[src/rtl/muxbus_pkg.sv]
package muxbus_pkg;

    typedef enum logic [2:0] {
        ST_IDLE  = 3'd0,
        ST_ADDR  = 3'd1,
        ST_DATA  = 3'd2,
        ST_ADDR2 = 3'd3,
        ST_DATA2 = 3'd4
    } bus_state_t;

endpackage

[src/rtl/muxbus_width_decode.sv]
module muxbus_width_decode #(
    parameter int unsigned AW       = 16,
    parameter int unsigned SPEC_A   = 'h000A,
    parameter int unsigned SPEC_B   = 'h000C,
    parameter int unsigned ROM_BASE = 'hC000,
    parameter int unsigned ROM_LAST = 'hEFFF
) (
    input  logic [AW-1:0] addr,
    input  logic          width8_pin,
    input  logic          rom16_strap,
    input  logic          int_flag,
    output logic          wide,
    output logic          internal,
    output logic          special
);

    localparam logic [AW-1:0] SA = AW'(SPEC_A);
    localparam logic [AW-1:0] SB = AW'(SPEC_B);
    localparam logic [AW-1:0] RB = AW'(ROM_BASE);
    localparam logic [AW-1:0] RL = AW'(ROM_LAST);

    logic in_rom;

    always_comb begin
        special  = (addr[AW-1:1] == SA[AW-1:1]) || (addr[AW-1:1] == SB[AW-1:1]);
        in_rom   = rom16_strap && (addr >= RB) && (addr <= RL);
        wide     = !width8_pin || special || in_rom;
        internal = int_flag || special;
    end

endmodule

[src/rtl/muxbus_fsm.sv]
module muxbus_fsm
    import muxbus_pkg::*;
(
    input  logic clk,
    input  logic rst_n,
    input  logic start,
    input  logic two_beat,
    output logic ale,
    output logic e_strobe,
    output logic busy,
    output logic addr_phase,
    output logic data_phase,
    output logic second,
    output logic last_data
);

    bus_state_t state, state_nx;

    always_ff @(posedge clk) begin
        if (!rst_n) state <= ST_IDLE;
        else        state <= state_nx;
    end

    always_comb begin
        state_nx = state;
        unique case (state)
            ST_IDLE:  if (start) state_nx = ST_ADDR;
            ST_ADDR:  state_nx = ST_DATA;
            ST_DATA:  state_nx = two_beat ? ST_ADDR2 : ST_IDLE;
            ST_ADDR2: state_nx = ST_DATA2;
            ST_DATA2: state_nx = ST_IDLE;
            default:  state_nx = ST_IDLE;
        endcase
    end

    always_comb begin
        ale        = 1'b0;
        e_strobe   = 1'b1;
        busy       = 1'b1;
        addr_phase = 1'b0;
        data_phase = 1'b0;
        second     = 1'b0;
        last_data  = 1'b0;
        unique case (state)
            ST_IDLE: busy = 1'b0;
            ST_ADDR: begin
                ale        = 1'b1;
                addr_phase = 1'b1;
            end
            ST_DATA: begin
                e_strobe   = 1'b0;
                data_phase = 1'b1;
                last_data  = !two_beat;
            end
            ST_ADDR2: begin
                ale        = 1'b1;
                addr_phase = 1'b1;
                second     = 1'b1;
            end
            ST_DATA2: begin
                e_strobe   = 1'b0;
                data_phase = 1'b1;
                second     = 1'b1;
                last_data  = 1'b1;
            end
            default: busy = 1'b0;
        endcase
    end

    assert_addr2_follows_data_R6: assert property (@(posedge clk) disable iff (!rst_n)
        (state == ST_ADDR2) |-> ($past(state) == ST_DATA));

    assert_single_beat_ends_R2: assert property (@(posedge clk) disable iff (!rst_n)
        (state == ST_DATA && !two_beat) |=> (state == ST_IDLE));

endmodule

[src/rtl/muxbus_lane_steer.sv]
module muxbus_lane_steer #(
    parameter int unsigned LANE_W = 8
) (
    input  logic                addr_phase,
    input  logic                data_phase,
    input  logic                second,
    input  logic                we,
    input  logic                word,
    input  logic                wide,
    input  logic [2*LANE_W-1:0] addr,
    input  logic [2*LANE_W-1:0] wdata,
    output logic [2*LANE_W-1:0] cur_addr,
    output logic [LANE_W-1:0]   hi_out,
    output logic                hi_oe,
    output logic [LANE_W-1:0]   lo_out,
    output logic                lo_oe
);

    localparam int unsigned AW = 2 * LANE_W;

    logic [LANE_W-1:0] nbyte;

    always_comb begin
        cur_addr = second ? (addr | AW'(1)) : addr;
        nbyte    = (word && second) ? wdata[AW-1:LANE_W] : wdata[LANE_W-1:0];
        hi_out   = '0;
        lo_out   = '0;
        hi_oe    = 1'b0;
        lo_oe    = 1'b0;
        if (addr_phase) begin
            hi_out = cur_addr[AW-1:LANE_W];
            lo_out = cur_addr[LANE_W-1:0];
            hi_oe  = 1'b1;
            lo_oe  = 1'b1;
        end else if (data_phase && we) begin
            if (wide) begin
                if (word) begin
                    hi_out = wdata[AW-1:LANE_W];
                    lo_out = wdata[LANE_W-1:0];
                    hi_oe  = 1'b1;
                    lo_oe  = 1'b1;
                end else if (cur_addr[0]) begin
                    hi_out = wdata[LANE_W-1:0];
                    hi_oe  = 1'b1;
                end else begin
                    lo_out = wdata[LANE_W-1:0];
                    lo_oe  = 1'b1;
                end
            end else begin
                lo_out = nbyte;
                lo_oe  = 1'b1;
                if (cur_addr[0]) begin
                    hi_out = nbyte;
                    hi_oe  = 1'b1;
                end
            end
        end
    end

endmodule

[src/rtl/muxbus_rd_capture.sv]
module muxbus_rd_capture #(
    parameter int unsigned LANE_W = 8
) (
    input  logic                clk,
    input  logic                rst_n,
    input  logic                capture,
    input  logic                finish,
    input  logic                second,
    input  logic                word,
    input  logic                wide,
    input  logic                internal,
    input  logic                odd,
    input  logic [LANE_W-1:0]   hi_in,
    input  logic [LANE_W-1:0]   lo_in,
    input  logic [2*LANE_W-1:0] int_rdata,
    output logic [2*LANE_W-1:0] rd_data,
    output logic                rd_valid
);

    localparam int unsigned AW = 2 * LANE_W;

    logic [LANE_W-1:0] src_hi, src_lo, nbyte;

    always_comb begin
        src_hi = internal ? int_rdata[AW-1:LANE_W] : hi_in;
        src_lo = internal ? int_rdata[LANE_W-1:0]  : lo_in;
        nbyte  = internal ? (odd ? int_rdata[AW-1:LANE_W] : int_rdata[LANE_W-1:0]) : lo_in;
    end

    always_ff @(posedge clk) begin
        if (!rst_n) begin
            rd_data  <= '0;
            rd_valid <= 1'b0;
        end else begin
            rd_valid <= finish;
            if (capture) begin
                if (wide && word)       rd_data <= {src_hi, src_lo};
                else if (wide)          rd_data <= {{LANE_W{1'b0}}, odd ? src_hi : src_lo};
                else if (!word)         rd_data <= {{LANE_W{1'b0}}, nbyte};
                else if (second)        rd_data[AW-1:LANE_W] <= nbyte;
                else                    rd_data <= {{LANE_W{1'b0}}, nbyte};
            end
        end
    end

    assert_rd_valid_pulse_R7: assert property (@(posedge clk) disable iff (!rst_n)
        rd_valid |=> !rd_valid);

endmodule

[src/rtl/muxbus_steer.sv]
module muxbus_steer #(
    parameter int unsigned LANE_W   = 8,
    parameter int unsigned SPEC_A   = 'h000A,
    parameter int unsigned SPEC_B   = 'h000C,
    parameter int unsigned ROM_BASE = 'hC000,
    parameter int unsigned ROM_LAST = 'hEFFF
) (
    input  logic                clk,
    input  logic                rst_n,
    input  logic                req,
    input  logic                req_we,
    input  logic                req_word,
    input  logic [2*LANE_W-1:0] req_addr,
    input  logic [2*LANE_W-1:0] req_wdata,
    input  logic                req_int,
    input  logic [2*LANE_W-1:0] int_rdata,
    input  logic                width8_pin,
    input  logic                rom16_strap,
    output logic                ale,
    output logic                e_strobe,
    output logic [LANE_W-1:0]   hi_out,
    output logic                hi_oe,
    input  logic [LANE_W-1:0]   hi_in,
    output logic [LANE_W-1:0]   lo_out,
    output logic                lo_oe,
    input  logic [LANE_W-1:0]   lo_in,
    output logic [2*LANE_W-1:0] addr_latched,
    output logic                busy,
    output logic                rd_valid,
    output logic [2*LANE_W-1:0] rd_data
);

    localparam int unsigned AW = 2 * LANE_W;

    logic          start;
    logic [AW-1:0] aligned;
    logic          dec_wide, dec_int, dec_special;
    logic [AW-1:0] addr_q, wdata_q, cur_addr, held;
    logic          we_q, word_q, wide_q, int_q;
    logic          addr_phase, data_phase, second, last_data;

    assign start   = req && !busy;
    assign aligned = req_word ? {req_addr[AW-1:1], 1'b0} : req_addr;

    muxbus_width_decode #(
        .AW(AW), .SPEC_A(SPEC_A), .SPEC_B(SPEC_B),
        .ROM_BASE(ROM_BASE), .ROM_LAST(ROM_LAST)
    ) u_decode (
        .addr        (aligned),
        .width8_pin  (width8_pin),
        .rom16_strap (rom16_strap),
        .int_flag    (req_int),
        .wide        (dec_wide),
        .internal    (dec_int),
        .special     (dec_special)
    );

    always_ff @(posedge clk) begin
        if (!rst_n) begin
            addr_q  <= '0;
            wdata_q <= '0;
            we_q    <= 1'b0;
            word_q  <= 1'b0;
            wide_q  <= 1'b1;
            int_q   <= 1'b0;
        end else if (start) begin
            addr_q  <= aligned;
            wdata_q <= req_wdata;
            we_q    <= req_we;
            word_q  <= req_word;
            wide_q  <= dec_wide;
            int_q   <= dec_int;
        end
    end

    muxbus_fsm u_fsm (
        .clk        (clk),
        .rst_n      (rst_n),
        .start      (start),
        .two_beat   (word_q && !wide_q),
        .ale        (ale),
        .e_strobe   (e_strobe),
        .busy       (busy),
        .addr_phase (addr_phase),
        .data_phase (data_phase),
        .second     (second),
        .last_data  (last_data)
    );

    muxbus_lane_steer #(.LANE_W(LANE_W)) u_steer (
        .addr_phase (addr_phase),
        .data_phase (data_phase),
        .second     (second),
        .we         (we_q),
        .word       (word_q),
        .wide       (wide_q),
        .addr       (addr_q),
        .wdata      (wdata_q),
        .cur_addr   (cur_addr),
        .hi_out     (hi_out),
        .hi_oe      (hi_oe),
        .lo_out     (lo_out),
        .lo_oe      (lo_oe)
    );

    muxbus_rd_capture #(.LANE_W(LANE_W)) u_capture (
        .clk        (clk),
        .rst_n      (rst_n),
        .capture    (data_phase && !we_q),
        .finish     (last_data && !we_q),
        .second     (second),
        .word       (word_q),
        .wide       (wide_q),
        .internal   (int_q),
        .odd        (cur_addr[0]),
        .hi_in      (hi_in),
        .lo_in      (lo_in),
        .int_rdata  (int_rdata),
        .rd_data    (rd_data),
        .rd_valid   (rd_valid)
    );

    // address latch model: transparent while ale, holding otherwise
    always_ff @(posedge clk) begin
        if (!rst_n)   held <= '0;
        else if (ale) held <= {hi_out, lo_out};
    end
    assign addr_latched = ale ? {hi_out, lo_out} : held;

    assert_latch_holds_R3: assert property (@(posedge clk) disable iff (!rst_n)
        (!ale && !$past(ale)) |-> $stable(addr_latched));

    assert_read_lanes_off_R7: assert property (@(posedge clk) disable iff (!rst_n)
        (!e_strobe && !we_q) |-> (!hi_oe && !lo_oe));

    assert_special_forced_R9: assert property (@(posedge clk) disable iff (!rst_n)
        (start && dec_special) |=> (wide_q && int_q));

endmodule

[config.mk]
export PLATFORM = sky130hd
export DESIGN_NAME = muxbus_steer
export DESIGN_NICKNAME = d
export VERILOG_FILES = /design/src/rtl/muxbus_pkg.sv /design/src/rtl/muxbus_width_decode.sv /design/src/rtl/muxbus_fsm.sv /design/src/rtl/muxbus_lane_steer.sv /design/src/rtl/muxbus_rd_capture.sv /design/src/rtl/muxbus_steer.sv
export SDC_FILE = /design/constraint.sdc
export NUM_CORES = 1
export LEC_CHECK = 0
export BUFFER_PORTS_ARGS = -buffer_cell sky130_fd_sc_hd__buf_2
export CAP_MARGIN = 20
export CORE_ASPECT_RATIO = 0.75
export CORE_MARGIN = 2
export CORE_UTILIZATION = 57
export DETAILED_ROUTE_END_ITERATION = 16
export PLACE_DENSITY = 0.95
export SLEW_MARGIN = 20
export SYNTH_ARGS = -nofsm -noshare
export SYNTH_HDL_FRONTEND = slang
export SYNTH_HIERARCHICAL = 1
export SYNTH_SLANG_ARGS = --single-unit
export TNS_END_PERCENT = 10
[constraint.sdc]
create_clock -name clk -period 5.31 [get_ports clk]
set_input_delay 0.7965 -clock clk [delete_from_list [all_inputs] [get_ports clk]]
set_output_delay 0.7965 -clock clk [all_outputs]
set_load 0.01 [all_outputs]
==> metrics <==
outcome=finished, final reports clean; total clock buffers created by CTS=9; class of the worst hold path=register to register; clock root buffer=sky130_fd_sc_hd__clkbuf_8; total power=1270 uW; Arrival @ worst endpoint=2.98 ns; Clock power frac=35.0%; Worst Setup Slack post-DPL=1.99 ns; number of nets produced by synthesis=531; Residual DRC=0; max-capacitance violation count=0; nature of the critical path endpoint=output port; # placed instances=650; overall overflow remaining after global route=0; critical path start-end classification=register to output port; number of fill cells in the layout=558; number of failing setup endpoints in the final timing report=0; largest fanout on the critical path=40; worst IR drop on VDD=0.142 mV; H-tree lvl count=3; quantity of gates resized following cts=0; clock tree from TritonCTS=built; sinks on the clock net=72; accumulated negative setup slack=0 ns; sw power=365 uW; gate family responsible for the most delay along the worst path=simple AND/OR/NAND/NOR gates; switching share of power=28.8%; portion of the clock cycle consumed by the worst path in the final layout=71.1%; count of input and output buffers=125; final layout net count=632; drt first pass iters=7; CP Cell Sequence=nor2b_4 > nor4_2 > a222oi_1 > inv_1 > mux2_4 > buf_2; relative contribution of combinational cells to total power=17.5%; power density relative to cell area=259 nW/um2; biggest cell delay along the critical path=0.96 ns; total routed wirelength=11300 um; final HPWL from detailed placement=8000 um; hold buffer count at CTS=0; multi-input combinational cell area=2420 um2; post-synthesis cell count=459; flip-flop and latch area=1440 um2; unrepaired setup endpoints after global routing=false; Wirelength per Cell=17.0 um; setup skew after layout=0.00974 ns; Die H=78.3 um; first-iteration detailed-routing DRC count=306; Die Area=8060 um2; max-slew violation total from the final report=0; Syn. warnings=6; Netlist Area Pre-Place=4190 um2; Clk pin slew, worst setup/hold paths=0.07 ns; highest achievable clock rate=265 MHz; leakage=0.00214 uW; element type at the critical path start=register; Final Worst Setup Slack=1.53 ns; largest buffer count on any clock path=2; number of placed I/O pins=126; number of antenna violations at the first check in global routing=0; number of nets still failing antenna checks after routing=0; Worst slew margin=26.3%; post-route design area=4900 um2; vias per cell=5.90; first-pass GRT wire length=17600 um; WP data required=4.51 ns; WP buf/inv=2; total routing resource utilization after global routing=28.2%; Flop pwr share=47.5%; fraction of layout instances using a drive strength above 1=32.9%; cell internal power dissipation=901 uW; maximum number of pins on one net before global-route repair=71; instance area after placement=4690 um2; global placement routability congestion=0.917; number of antenna repair diodes=0; x dimension of the die=103 um; worst-skew pair later-pin latency=0.35 ns; transition at the pin with the smallest max-transition slack=1.10 ns; layout overhead on the synthesized area=16.8%; vias in the first global route=3652; Final Hold Vio Count=0; starting density of the core=58.0%; placement row count=27; standard cell core area=7230 um2; number of post-CTS setup repair buffers=0; Cell Count, Final, Fillers Out=666; via count=3932; Max stage delay cell, worst path=sky130_fd_sc_hd__nor2b_4; synthesized area divided by synthesized cell count=9.13 um2; final critical-path required period=3.78 ns
## power by group through the flow
stage	Sequential (uW)	Combinational, uW	Clock [uW]
floorplan	599	167	0
global placement	610	210	0
detailed placement	611	218	0
CTS	599	220	450
global route	604	243	473
finish	602	221	443
## worst paths after layout
path                                startpoint  cells past startpoint  slack (ns)                   end
worst max-delay path            u_fsm/state[0]                      6        1.53       addr_latched[7]
worst min-delay path                addr_q[10]                      2        0.48            addr_q[10]
worst max register to register  u_fsm/state[2]                      9        2.50  u_capture/rd_data[0]
worst min register to register      addr_q[10]                      2        0.48            addr_q[10]
## metrics by stage
stage / utilization [%] / hold WS (ns)
after global routing: 67.7 / 0.489
after floorplan: - / 0.435
after global placement: 64.9 / 0.465
after detailed placement: 64.9 / 0.471
final: 67.7 / 0.481
after CTS: 67.7 / 0.483
## layout make-up
type	count	share of cell area [%]
Clock buffer	11	3.09
Clock inverter	5	1.12
Sequential cell	72	29.5
Timing Repair Buffer	131	13.7
Tap cell	101	2.58
Multi-Input combinational cell	338	49.3
Inverter	8	0.715
## flip-flops by register name (all words and copies together), names as in the netlist
signal              flops
addr_q                 16
held                   16
u_capture/rd_data      16
wdata_q                16
u_fsm/state             3
int_q                   1
u_capture/rd_valid      1
we_q                    1
wide_q                  1
word_q                  1
## tightest hold or removal path, stage by stage, from the launching register on
cell                       delay [ns]
sky130_fd_sc_hd__dfxtp_1         0.32
sky130_fd_sc_hd__nand2_1         0.06
sky130_fd_sc_hd__a21boi_1        0.05
## placed cells by master (no fill, tap or decap), types with 7 or more instances in the layout
cell type / instances
sky130_fd_sc_hd__a21boi_1: 7
sky130_fd_sc_hd__and3_1: 8
sky130_fd_sc_hd__inv_1: 7
sky130_fd_sc_hd__o221ai_1: 8
sky130_fd_sc_hd__and2_1: 17
sky130_fd_sc_hd__clkbuf_8: 11
sky130_fd_sc_hd__buf_2: 125
sky130_fd_sc_hd__a32o_1: 8
sky130_fd_sc_hd__o221a_2: 8
sky130_fd_sc_hd__a211oi_1: 16
sky130_fd_sc_hd__mux2i_1: 26
sky130_fd_sc_hd__o21ai_0: 10
sky130_fd_sc_hd__dfxtp_1: 71
sky130_fd_sc_hd__o221a_1: 8
sky130_fd_sc_hd__mux2_4: 10
sky130_fd_sc_hd__nor2_1: 11
sky130_fd_sc_hd__o211ai_1: 8
sky130_fd_sc_hd__nand2_1: 95
sky130_fd_sc_hd__a211o_1: 8
sky130_fd_sc_hd__a21boi_0: 28
## routing by layer
| layer | track usage (%) | vias up | share of wire [%] |
|---|---|---|---|
| met5 | 0 | - | 0 |
| met4 | 10.9 | 0 | 2.3 |
| met3 | 11.3 | 26 | 12 |
| met2 | 40.6 | 235 | 44 |
| met1 | 37.6 | 1806 | 42 |
| li1 | - | 1865 | - |
(Power assumes the default switching activity.)
